==> config.mk <==
export PLATFORM = sky130hd
export DESIGN_NAME = adcm_master
export DESIGN_NICKNAME = d
export VERILOG_FILES = /design/src/rtl/adcm_pkg.sv /design/src/rtl/adcm_wait.sv /design/src/rtl/adcm_rxshift.sv /design/src/rtl/adcm_master.sv
export SDC_FILE = /design/constraint.sdc
export NUM_CORES = 1
export LEC_CHECK = 0
export ABC_CLOCK_PERIOD_IN_PS = 2330
export BUFFER_PORTS_ARGS = -buffer_cell sky130_fd_sc_hd__clkbuf_2
export CORE_ASPECT_RATIO = 0.8
export CORE_MARGIN = 2
export CORE_UTILIZATION = 60
export CTS_BUF_LIST = sky130_fd_sc_hd__clkbuf_4
export DETAILED_ROUTE_END_ITERATION = 8
export GPL_TIMING_DRIVEN = 0
export PLACE_DENSITY_LB_ADDON = 0.2
export SYNTH_ARGS = -nofsm -noshare
export SYNTH_HDL_FRONTEND = slang
export SYNTH_SLANG_ARGS = --single-unit
==> constraint.sdc <==
create_clock -name clk -period 2.33 [get_ports clk]
set_input_delay 0.466 -clock clk [delete_from_list [all_inputs] [get_ports clk]]
set_output_delay 0.466 -clock clk [all_outputs]
set_load 0.005 [all_outputs]
==> src/rtl/adcm_pkg.sv <==
package adcm_pkg;
  typedef enum logic [2:0] {
    ST_IDLE,
    ST_SETUP,
    ST_LO,
    ST_HI,
    ST_TAIL,
    ST_GAP
  } adcm_state_e;
endpackage

==> src/rtl/adcm_wait.sv <==
module adcm_wait #(
  parameter int W = 6
) (
  input  logic         clk,
  input  logic         rst_n,
  input  logic         load,
  input  logic [W-1:0] load_val,
  output logic         done
);
  logic [W-1:0] cnt_q, cnt_d;

  always_comb begin
    if (load)            cnt_d = load_val;
    else if (cnt_q != '0) cnt_d = cnt_q - 1'b1;
    else                 cnt_d = cnt_q;
  end

  always_ff @(posedge clk or negedge rst_n) begin
    if (!rst_n) cnt_q <= '0;
    else        cnt_q <= cnt_d;
  end

  assign done = (cnt_q == '0);
endmodule

==> src/rtl/adcm_rxshift.sv <==
module adcm_rxshift #(
  parameter int D_W = 8
) (
  input  logic           clk,
  input  logic           rst_n,
  input  logic           en,
  input  logic           din,
  output logic [D_W-1:0] q
);
  logic [D_W-1:0] q_d;

  always_comb begin
    q_d = q;
    if (en) q_d = {q[D_W-2:0], din};
  end

  always_ff @(posedge clk or negedge rst_n) begin
    if (!rst_n) q <= '0;
    else        q <= q_d;
  end
endmodule

==> src/rtl/adcm_master.sv <==
module adcm_master
  import adcm_pkg::*;
#(
  parameter int HALF     = 2,
  parameter int CS_SETUP = 3,
  parameter int CONV_GAP = 36,
  parameter int CH_W     = 5,
  parameter int D_W      = 8,
  parameter int LEAD     = 2
) (
  input  logic            clk,
  input  logic            rst_n,
  input  logic            shared_mode,
  input  logic            req_valid,
  input  logic [CH_W-1:0] req_chan,
  output logic            req_ready,
  output logic            adc_cs_n,
  output logic            adc_ioclk,
  output logic            adc_addr,
  input  logic            adc_dout,
  output logic            res_valid,
  output logic [D_W-1:0]  res_data,
  output logic [CH_W-1:0] res_chan,
  output logic            res_ok
);
  localparam int MAXV  = (CONV_GAP > CS_SETUP) ? ((CONV_GAP > HALF) ? CONV_GAP : HALF)
                                               : ((CS_SETUP > HALF) ? CS_SETUP : HALF);
  localparam int CNT_W = $clog2(MAXV + 1);
  localparam int PC_W  = $clog2(D_W + LEAD + 1);
  localparam int HC_W  = $clog2(CONV_GAP + 1);
  localparam int LC_W  = $clog2(CS_SETUP + 1);

  adcm_state_e     st_q, st_d;
  logic [PC_W-1:0] pulse_q, pulse_d, lead_eff, vidx, last_pulse;
  logic [CH_W-1:0] chan_q, prev_q, addr_sh;
  logic            shared_q, have_prev_q;
  logic            w_load, w_done;
  logic [CNT_W-1:0] w_val;
  logic            rx_en;
  logic [D_W-1:0]  rx_q;
  logic            accept, in_pulse, addr_phase;

  // per-access geometry: leading pulses only in shared-clock mode
  assign lead_eff   = shared_q ? PC_W'(LEAD) : '0;
  assign vidx       = pulse_q - lead_eff;
  assign last_pulse = PC_W'(D_W - 1) + lead_eff;
  assign in_pulse   = (st_q == ST_LO) || (st_q == ST_HI);
  assign addr_phase = in_pulse && (pulse_q >= lead_eff) && (vidx < PC_W'(CH_W));
  assign addr_sh    = chan_q << vidx;
  assign accept     = (st_q == ST_IDLE) && req_valid;

  assign req_ready  = (st_q == ST_IDLE);
  assign adc_cs_n   = (st_q == ST_IDLE) || (st_q == ST_GAP);
  assign adc_ioclk  = (st_q == ST_HI);
  assign adc_addr   = addr_phase & addr_sh[CH_W-1];

  adcm_wait #(.W(CNT_W)) u_wait (
    .clk(clk), .rst_n(rst_n), .load(w_load), .load_val(w_val), .done(w_done)
  );

  adcm_rxshift #(.D_W(D_W)) u_rx (
    .clk(clk), .rst_n(rst_n), .en(rx_en), .din(adc_dout), .q(rx_q)
  );

  always_comb begin
    st_d    = st_q;
    pulse_d = pulse_q;
    w_load  = 1'b0;
    w_val   = '0;
    rx_en   = 1'b0;
    case (st_q)
      ST_IDLE: if (req_valid) begin
        w_load  = 1'b1;
        pulse_d = '0;
        if (shared_mode) begin
          st_d  = ST_LO;
          w_val = CNT_W'(HALF - 1);
        end else begin
          st_d  = ST_SETUP;
          w_val = CNT_W'(CS_SETUP - 1);
        end
      end
      ST_SETUP: if (w_done) begin
        st_d   = ST_LO;
        w_load = 1'b1;
        w_val  = CNT_W'(HALF - 1);
      end
      ST_LO: if (w_done) begin
        st_d   = ST_HI;
        w_load = 1'b1;
        w_val  = CNT_W'(HALF - 1);
        rx_en  = (pulse_q >= lead_eff);
      end
      ST_HI: if (w_done) begin
        pulse_d = pulse_q + 1'b1;
        if (pulse_q == last_pulse) begin
          st_d = ST_TAIL;
        end else begin
          st_d   = ST_LO;
          w_load = 1'b1;
          w_val  = CNT_W'(HALF - 1);
        end
      end
      ST_TAIL: begin
        st_d   = ST_GAP;
        w_load = 1'b1;
        w_val  = CNT_W'(CONV_GAP - 1);
      end
      ST_GAP: if (w_done) st_d = ST_IDLE;
      default: st_d = ST_IDLE;
    endcase
  end

  always_ff @(posedge clk or negedge rst_n) begin
    if (!rst_n) begin
      st_q    <= ST_IDLE;
      pulse_q <= '0;
    end else begin
      st_q    <= st_d;
      pulse_q <= pulse_d;
    end
  end

  always_ff @(posedge clk or negedge rst_n) begin
    if (!rst_n) begin
      chan_q   <= '0;
      shared_q <= 1'b0;
    end else if (accept) begin
      chan_q   <= req_chan;
      shared_q <= shared_mode;
    end
  end

  // result carries the tag of the access before this one
  always_ff @(posedge clk or negedge rst_n) begin
    if (!rst_n) begin
      res_valid   <= 1'b0;
      res_data    <= '0;
      res_chan    <= '0;
      res_ok      <= 1'b0;
      prev_q      <= '0;
      have_prev_q <= 1'b0;
    end else begin
      res_valid <= (st_q == ST_TAIL);
      if (st_q == ST_TAIL) begin
        res_data    <= rx_q;
        res_chan    <= prev_q;
        res_ok      <= have_prev_q;
        prev_q      <= chan_q;
        have_prev_q <= 1'b1;
      end
    end
  end

  // interval counters watched by the properties below
  logic [HC_W-1:0] hi_cnt;
  logic [LC_W-1:0] lo_cnt;

  always_ff @(posedge clk or negedge rst_n) begin
    if (!rst_n) begin
      hi_cnt <= HC_W'(CONV_GAP);
      lo_cnt <= '0;
    end else begin
      if (adc_cs_n) hi_cnt <= (hi_cnt == HC_W'(CONV_GAP)) ? hi_cnt : hi_cnt + 1'b1;
      else          hi_cnt <= '0;
      if (!adc_cs_n) lo_cnt <= (lo_cnt == LC_W'(CS_SETUP)) ? lo_cnt : lo_cnt + 1'b1;
      else           lo_cnt <= '0;
    end
  end

  p_ready_drop_r2: assert property (@(posedge clk) disable iff (!rst_n)
    (req_valid && req_ready) |=> !req_ready);

  p_cs_setup_r3: assert property (@(posedge clk) disable iff (!rst_n)
    ($rose(adc_ioclk) && !shared_q && pulse_q == '0) |-> (lo_cnt >= LC_W'(CS_SETUP)));

  p_addr_stable_r5: assert property (@(posedge clk) disable iff (!rst_n)
    $rose(adc_ioclk) |-> $stable(adc_addr));

  p_conv_gap_r7: assert property (@(posedge clk) disable iff (!rst_n)
    $fell(adc_cs_n) |-> (hi_cnt >= HC_W'(CONV_GAP)));

  p_res_pulse_r10: assert property (@(posedge clk) disable iff (!rst_n)
    res_valid |=> !res_valid);

  p_res_at_cs_r10: assert property (@(posedge clk) disable iff (!rst_n)
    res_valid |-> $rose(adc_cs_n));
endmodule

==> flow_summary.ini, run 1 <==
[run_status]
outcome = complete, but fails checks
violations = negative setup slack

[critical_path]
path_cells = inv_1 > ha_4 > ha_4 > a22oi_2 > o22ai_2 > nand2_1 > a311oi_2 > buf_2
crit_path_end_kind = output port
path_buf_inv = 2
critPathLaunchType = register
critPathTopFamily = adder cells
slowest_delay_ns = 0.41
cp_slowest_cell = dfrtp_1
critPathMaxFanout = 3
worstPathArrival_ns = 2.01
crit_required_ns = 1.86
cpMostUsedCell = ha_4
critPathKind = reg -> out

[sta]
tightest_slew_ns = 1.18
worst_clock_skew_ns = 0.0165
hold_viol = 0
setup_viol = 1
finalCriticalPeriod_ns = 2.48
rsz0062_at_grt = true
finalMaxSlewViolations = 0
max_slew_margin_pct = 21.5
worst_hold_slack_ns = 0.271
period_share_pct = 106
setup_ws_ns = -0.151
max_freq_mhz = 403

[worst_hold_path]
min_path_type = in -> reg

[floorplan]
core_area_um2 = 3780
ioPinCount = 29
die_h_um = 59.9
dieArea_um2 = 4420
die_x_um = 73.8
rows = 20
start_util_pct = 61.9

[job]
cap_violations = 0

[finish]
most-common-layout-cells = 81 x nand2_1, 47 x dfrtp_1, 27 x clkbuf_2
layout-drive-gt1-share_pct = 26.6
n_antenna_cell = 0
layout.nets = 287
mostFrequentLayoutCell = nand2_1
final_cell_area_um2 = 2700
syn2layout_area_growth_pct = 15.4
n_fill_cell = 300

[place]
gp_congestion = 0.842
placed_area_um2 = 2550
io_buffers = 28
dp_hpwl_um = 3000

[logic_synthesis]
synth_cell_types = 52
ys_warn_count = 0
synthFlopType = dfrtp_1
ys_seq_area_share_pct = 51.3
ys_ff_latch = 48
netlist_area_um2 = 2340
avgSynthCellArea_um2 = 9.91
syn_nets = 250
async_flop_share_pct = 100
netlist_instances = 236
synth_edf_count = 0

[power]
p_total_mw = 2.72
worst_ir_drop_vdd_v = 0.000634
pwr_density_cell_nw_per_um2 = 1010
p_leak_nw = 1.40

[routing]
drc = 0
vias = 1768
drtPass1Iterations = 4
vias_per_cell = 5.37
routed_wl_um = 4390
wl_per_cell_um = 13.3
postRouteAntennaNets = 0
dr.first_iter.drc_count = 73

[cts]
cts.sinks = 48
htree_levels = 2
cts_tree = built
ctsHoldBuffers = 0
root_buffer = clkbuf_4
clkTransAtPathRegs_ns = 0.15
cts-buffers-inserted = 5
clockBufferDepth = 2
clock_latency_ns = 0.37

[grt]
grt_max_degree = 49
met1_usage_pct = 31.6
grtUsageMet3_pct = 4.38
met2_usage_pct = 32.7
grt_first_pass_wirelength_um = 7280
busiest_layer = met2
grt_pass1_vias = 1599
antenna_found_initial = 0
grt_usage_pct = 22.0
overflow = 0
[registers in the layout (all words and copies together), names as in the netlist, 3 cells and up]
register / flops
chan_q: 5
prev_q: 5
pulse_q: 4
res_chan: 5
res_data: 8
st_q: 3
u_rx.q: 8
u_wait.cnt_q: 6
[cell type report]
class,instances,area (µm²),share of cell area (%)
plain buffers,11,68.8,2.55
clock buffers,5,37.5,1.39
clock inverters,3,46.3,1.71
inverters,7,26.3,0.973
multi-input cells,170,1090,40.5
flip-flops and latches,48,1200,44.5
well taps,55,68.8,2.55
repair buffers,30,155,5.75
[Yosys cell counts, types with 5 or more instances]
master	n	area (µm²)
nand3_1	5	25.0
nor2_1	5	18.8
o21ai_0	5	25.0
nand2_1	81	304
nand3b_1	5	37.5
a21oi_1	6	30.0
dfrtp_1	48	1200
nand2b_1	6	37.5
inv_1	7	26.3
mux2_4	7	105
[worst reg2reg max path, cell delays in order (launching register included)]
cell and delay [ns]:
dfrtp_1 0.43, inv_1 0.12, ha_1 0.19, nor3b_2 0.18, and2_1 0.15, buf_4 0.17, nand3b_4 0.18, mux2_4 0.35
[final timing paths]
path,end,start,cells past startpoint,slack (ns)
max in group asynchronous,shared_q,rst_n,1,1.25
hold reg to reg,res_chan[3],prev_q[3],2,0.48
hold / removal,chan_q[1],req_chan[1],3,0.27
setup reg to reg,u_rx.q[0],u_wait.cnt_q[0],7,0.45
min in group asynchronous,res_valid,rst_n,1,0.31
setup / recovery,adc_addr,pulse_q[1],8,-0.15
[logic make-up after synthesis]
logic type | share of synthesized area (%)
AOI/OAI and AO/OA | 9.15
muxes | 5.40
xor gates and xnor gates | 2.25
buffers and inverters | 4.06
and+or+nand+nor | 25.7
DFF | 51.3
adders and majority gates | 2.14
[per-layer routing]
| metal | part of all wire [%] | wire [µm] |
|---|---|---|
| met5 | 0 | 0 |
| met4 | 2.1 | 92 |
| met3 | 3.9 | 172 |
| met2 | 45 | 1980 |
| met1 | 49 | 2140 |
[metrics by stage]
step	TNS [ns]	std cells	worst slack, ns	util [%]
2_1_floorplan	0	236	0.437	-
5_1_grt	-0.197	329	-0.197	71.5
4_1_cts	-0.214	327	-0.214	70.4
6_report	-0.151	329	-0.151	71.5
3_5_place_dp	0	319	0.148	67.5
3_3_place_gp	0	319	0.177	67.5
[where the power goes]
| part | switching, mW | leakage, nW | internal [mW] |
|---|---|---|---|
| combinational | 0.547 | 0.721 | 0.514 |
| sequential | 0.164 | 0.636 | 0.989 |
| clock | 0.278 | 0.0418 | 0.230 |
| total | 0.990 | 1.40 | 1.73 |
[what timing repair did]
action / 4_1_cts / 5_1_grt
pin swaps: 1 / 1
setup endpoints to repair: 1 / 1
buffers inserted: 0 / 2
gates resized for setup: 4 / 5
Note: power is estimated with default switching activity, not from simulation.
==> run 2: changes to the inputs <==
Settings changed: ABC_CLOCK_PERIOD_IN_PS 2330 to 3200, CORE_UTILIZATION 60 to 64, GPL_TIMING_DRIVEN 0 to unset.
Clock period 2.33 ns to 3.2 ns, I/O delays scaled along.
==> run 2 against run 1 <==
- the run now ends clean
- die area shrank 5.9%
- setup slack gained 0.59 ns
- wire length is 1.8% lower
- core utilization grew 2.5 points
- count of clock-buffer cells in the layout unchanged
- final cell count down 7.0%
- sequential share of layout area is 2.3 points higher
- sequential power shrank 24%
- critical endpoint unchanged
- largest cell class unchanged
==> flow_summary.ini, run 2 (synthesis results as in run 1) <==
[run_status]
outcome = complete, no violations

[routing]
postRouteAntennaNets = 0
drc = 0
drtPass1Iterations = 4
dr.first_iter.drc_count = 122
vias = 1737
vias_per_cell = 5.68
routed_wl_um = 4310
wl_per_cell_um = 14.1

[cts]
cts_resized = 0
clock_latency_ns = 0.35
post_cts_buffers = 0
htree_levels = 2
cts-buffers-inserted = 5
ctsHoldBuffers = 0
cts.sinks = 48
cts_tree = built
clockBufferDepth = 2
root_buffer = clkbuf_4
clkTransAtPathRegs_ns = 0.14

[finish]
syn2layout_area_growth_pct = 9.68
most-common-layout-cells = 81 x nand2_1, 48 x dfrtp_1, 28 x clkbuf_2
layout-drive-gt1-share_pct = 22.3
reg.largest.list = res_data (8), u_rx.q (8), u_wait.cnt_q (6)
n_fill_cell = 262
layout.cells.non_filler = 306
mostFrequentLayoutCell = nand2_1
n_antenna_cell = 0
layout.nets = 277

[power]
p_sw_mw = 0.655
pwr_density_cell_nw_per_um2 = 713
p_seq_share_pct = 48.0
power_switching_share_pct = 35.8
worst_ir_drop_vdd_v = 0.000485
clock_power_share_pct = 19.3
combPwrFrac_pct = 32.7
p_int_mw = 1.17
p_leak_nw = 1.35

[grt]
grt_max_degree = 27
overflow = 0
grt_first_pass_wirelength_um = 7360
grt_usage_pct = 22.9
antenna_found_initial = 0
grt_pass1_vias = 1578

[floorplan]
ioPinCount = 29
start_util_pct = 67.4
die_h_um = 58.1
dieArea_um2 = 4160
die_x_um = 71.6
rows = 19
core_area_um2 = 3470

[critical_path]
cp_slowest_cell = dfrtp_1
path_cells = inv_1 > ha_1 > ha_1 > a22oi_1 > o22ai_1 > nand2_1 > a311oi_1 > clkbuf_2
critPathMaxFanout = 4
critPathLaunchType = register
crit_required_ns = 2.56
critPathKind = reg -> out
slowest_delay_ns = 0.40
cpMostUsedCell = ha_1
crit_path_end_kind = output port
worstPathArrival_ns = 2.12

[sta]
finalMaxSlewViolations = 0
max_slew_margin_pct = 56.5
max_freq_mhz = 362
tightest_slew_ns = 0.653
worst_clock_skew_ns = 0.0112
finalCriticalPeriod_ns = 2.76
rsz0062_at_grt = false
finalSetupTns_ns = 0
period_share_pct = 86.2
hold_viol = 0
setup_viol = 0

[place]
gp_congestion = 0.866
io_buffers = 28
dp_hpwl_um = 3030
placed_cells = 298

[worst_hold_path]
min_path_type = in -> async

[job]
cap_violations = 0
[run 2: cell types whose count changed in the layout (fill, tap and decap cells not counted), moves of 2 or more]
cell	delta
clkbuf_1	-2
ha_1	+2
buf_2	-5
buf_4	-3
ha_4	-2
[run 2: area by class of cell]
cell class	count	area, µm²	share of cell area, %
Clock buffer	5	37.5	1.46
Tap cell	42	52.6	2.05
Sequential cell	48	1200	46.8
Multi-Input combinational cell	170	1040	40.7
Inverter	7	26.3	1.02
Timing Repair Buffer	31	163	6.34
Clock inverter	3	42.5	1.66
[run 2: path summary, 6_finish.rpt]
kind	from	endpoint	slack, ns	depth (start not counted)
worst min register to register	prev_q[0]	res_chan[0]	0.49	2
min in group clk	req_chan[1]	chan_q[1]	0.48	3
max in group asynchronous	rst_n	chan_q[3]	2.18	2
worst max-delay path	pulse_q[1]	adc_addr	0.44	8
worst min-delay path	rst_n	u_rx.q[4]	0.29	1
worst max register to register	u_wait.cnt_q[0]	u_rx.q[0]	1.17	6
[run 2: routing by layer]
layer  wire, µm  share of wire (%)  vias up  GRT usage (%)
met2       2000                 46       48           36.5
met1       2070                 48      832           32.7
li1           -                  -      853              -
met4         37               0.86        0           6.47
met5          0                  0        -              0
met3        206                4.8        4           4.17
[run 2: per-stage QoR]
stage	setup slack, ns	instance area [µm²]	util, %	power (mW)	hold slack (ns)
floorplan	1.13	2340	-	1.35	0.344
global placement	0.936	2490	71.6	1.45	0.447
detailed placement	0.896	2490	71.6	1.48	0.456
CTS	0.458	2570	73.9	1.84	0.290
global route	0.322	2570	73.9	1.96	0.314
finish	0.440	2570	73.9	1.83	0.285
[run 2: power by group through the flow]
| stage | Combinational [mW] | Sequential, mW | Clock [mW] |
|---|---|---|---|
| 4_1_cts | 0.600 | 0.875 | 0.360 |
| 2_1_floorplan | 0.531 | 0.819 | 0 |
| 5_1_grt | 0.670 | 0.897 | 0.389 |
| 6_report | 0.599 | 0.878 | 0.352 |
| 3_3_place_gp | 0.573 | 0.879 | 0 |
| 3_5_place_dp | 0.594 | 0.887 | 0 |
[run 2: critical path: cells and delay by family (launching register included)]
kind,cells,cell delay [ns]
AND/OR/NAND/NOR,1,0.06
buffers and inverters,2,0.23
adder cells (fa/ha/maj),2,0.55
flip-flops,1,0.40
AO/OA/AOI/OAI,3,0.53
==> run 3: changes to the inputs <==
Settings changed: PLACE_DENSITY set to 0.88, PLACE_DENSITY_LB_ADDON 0.2 to unset.
==> run 3 against run 2 <==
- final cell count is the same
- clock skew down 0.0018 ns
- non-clock buffer count unchanged
- design area down 0.93%
- largest cell class unchanged
==> flow_summary.ini, run 3 (synthesis results as in run 1) <==
[finish]
finish.utilization_pct = 73.3
layout.nets = 277
mostFrequentLayoutCell = nand2_1
most-common-layout-cells = 81 x nand2_1, 48 x dfrtp_1, 28 x clkbuf_2
reg.largest.list = res_data (8), u_rx.q (8), u_wait.cnt_q (6)
layout-drive-gt1-share_pct = 22.0
n_antenna_cell = 0
final_cell_area_um2 = 2540
syn2layout_area_growth_pct = 8.66

[critical_path]
critPathLaunchType = register
cpMostUsedCell = ha_1
slowest_delay_ns = 0.40
r2r_slack_ns = 1.22
reg2reg_to = u_rx.q[2]
critPathMaxFanout = 4
worstRegToRegCells = 6
crit_required_ns = 2.56
path_cells = inv_1 > ha_1 > ha_1 > a22oi_1 > o22ai_1 > nand2_1 > a311oi_1 > clkbuf_2
worstPathArrival_ns = 2.13
worstReg2RegStart = u_wait.cnt_q[0]
crit_path_end_kind = output port
cp_slowest_cell = dfrtp_1
critPathKind = reg -> out

[grt]
grt_first_pass_wirelength_um = 7560
grt_max_degree = 28
antenna_found_initial = 0
grt_pass1_vias = 1674
overflow = 0
grt_usage_pct = 23.5

[floorplan]
start_util_pct = 67.4
die_x_um = 71.6
ioPinCount = 29
dieArea_um2 = 4160
rows = 19
die_h_um = 58.1
core_area_um2 = 3470

[worst_hold_path]
min_path_type = in -> async

[cts]
clock_latency_ns = 0.36
htree_levels = 2
ctsHoldBuffers = 0
cts_tree = built
cts.sinks = 48
cts-buffers-inserted = 5
post_cts_buffers = 0
cts_resized = 0
clkTransAtPathRegs_ns = 0.14
clockBufferDepth = 2
root_buffer = clkbuf_4

[power]
p_leak_nw = 1.34
worst_ir_drop_vdd_v = 0.000443
p_total_mw = 1.75
pwr_density_cell_nw_per_um2 = 689

[place]
io_buffers = 28
placed_area_um2 = 2490
dp_hpwl_um = 3010
gp_congestion = 0.914
place_ws_ns = 0.847

[routing]
wl_per_cell_um = 14.1
drtPass1Iterations = 4
vias_per_cell = 5.59
routed_wl_um = 4320
postRouteAntennaNets = 0
drc = 0
dr.first_iter.drc_count = 115
vias = 1710

[run_status]
outcome = complete, no violations

[sta]
period_share_pct = 86.6
max_slew_margin_pct = 57.5
worst_clock_skew_ns = 0.00937
finalMaxSlewViolations = 0
hold_viol = 0
tightest_slew_ns = 0.637
setup_viol = 0
finalCriticalPeriod_ns = 2.77
rsz0062_at_grt = false
max_freq_mhz = 361
setup_ws_ns = 0.427
finalSetupTns_ns = 0

[job]
cap_violations = 0
[run 3: layout make-up]
| cell class | count | area, µm² |
|---|---|---|
| sequential | 48 | 1200 |
| multi-input combinational | 170 | 1040 |
| fill | 250 | 928 |
| timing repair buffer | 31 | 163 |
| tap | 42 | 52.6 |
| clock buffer | 6 | 45.0 |
| inverter | 7 | 26.3 |
| clock inverter | 2 | 11.3 |
[run 3: per-layer routing]
metal	vias to the layer above	track usage, %	share of wire, %
met5	-	0	0
li1	844	-	-
met2	46	37.0	46
met3	10	5.04	5.3
met1	810	32.3	47
met4	0	8.89	1.9
[run 3: worst max path at each step]
stage | startpoint | end | slack (ns) | cells past startpoint
after floorplan | pulse_q[1] | adc_addr | 1.13 | 7
after detailed placement | pulse_q[1] | adc_addr | 0.85 | 8
after global placement | pulse_q[1] | adc_addr | 0.93 | 8
final | pulse_q[1] | adc_addr | 0.43 | 8
after CTS | pulse_q[1] | adc_addr | 0.43 | 8
after global routing | pulse_q[1] | adc_addr | 0.30 | 8
[run 3: report_power, final]
part	leakage, nW	internal [mW]	switching [mW]	total [mW]
clock network	0.0293	0.0924	0.186	0.278
logic	0.672	0.292	0.301	0.593
registers	0.637	0.719	0.162	0.881
total	1.34	1.10	0.649	1.75
[run 3: critical path, delay by kind of cell (launching register included)]
kind            cells  cell delay [ns]
compound gates      3             0.53
flops               1             0.40
buf+inv             2             0.23
simple gates        1             0.07
fa+ha+maj           2             0.55
[run 3: stage by stage]
stage	hold slack, ns	std cells
2_1_floorplan	0.344	236
3_3_place_gp	0.447	298
3_5_place_dp	0.463	298
4_1_cts	0.250	306
5_1_grt	0.279	306
6_report	0.238	306
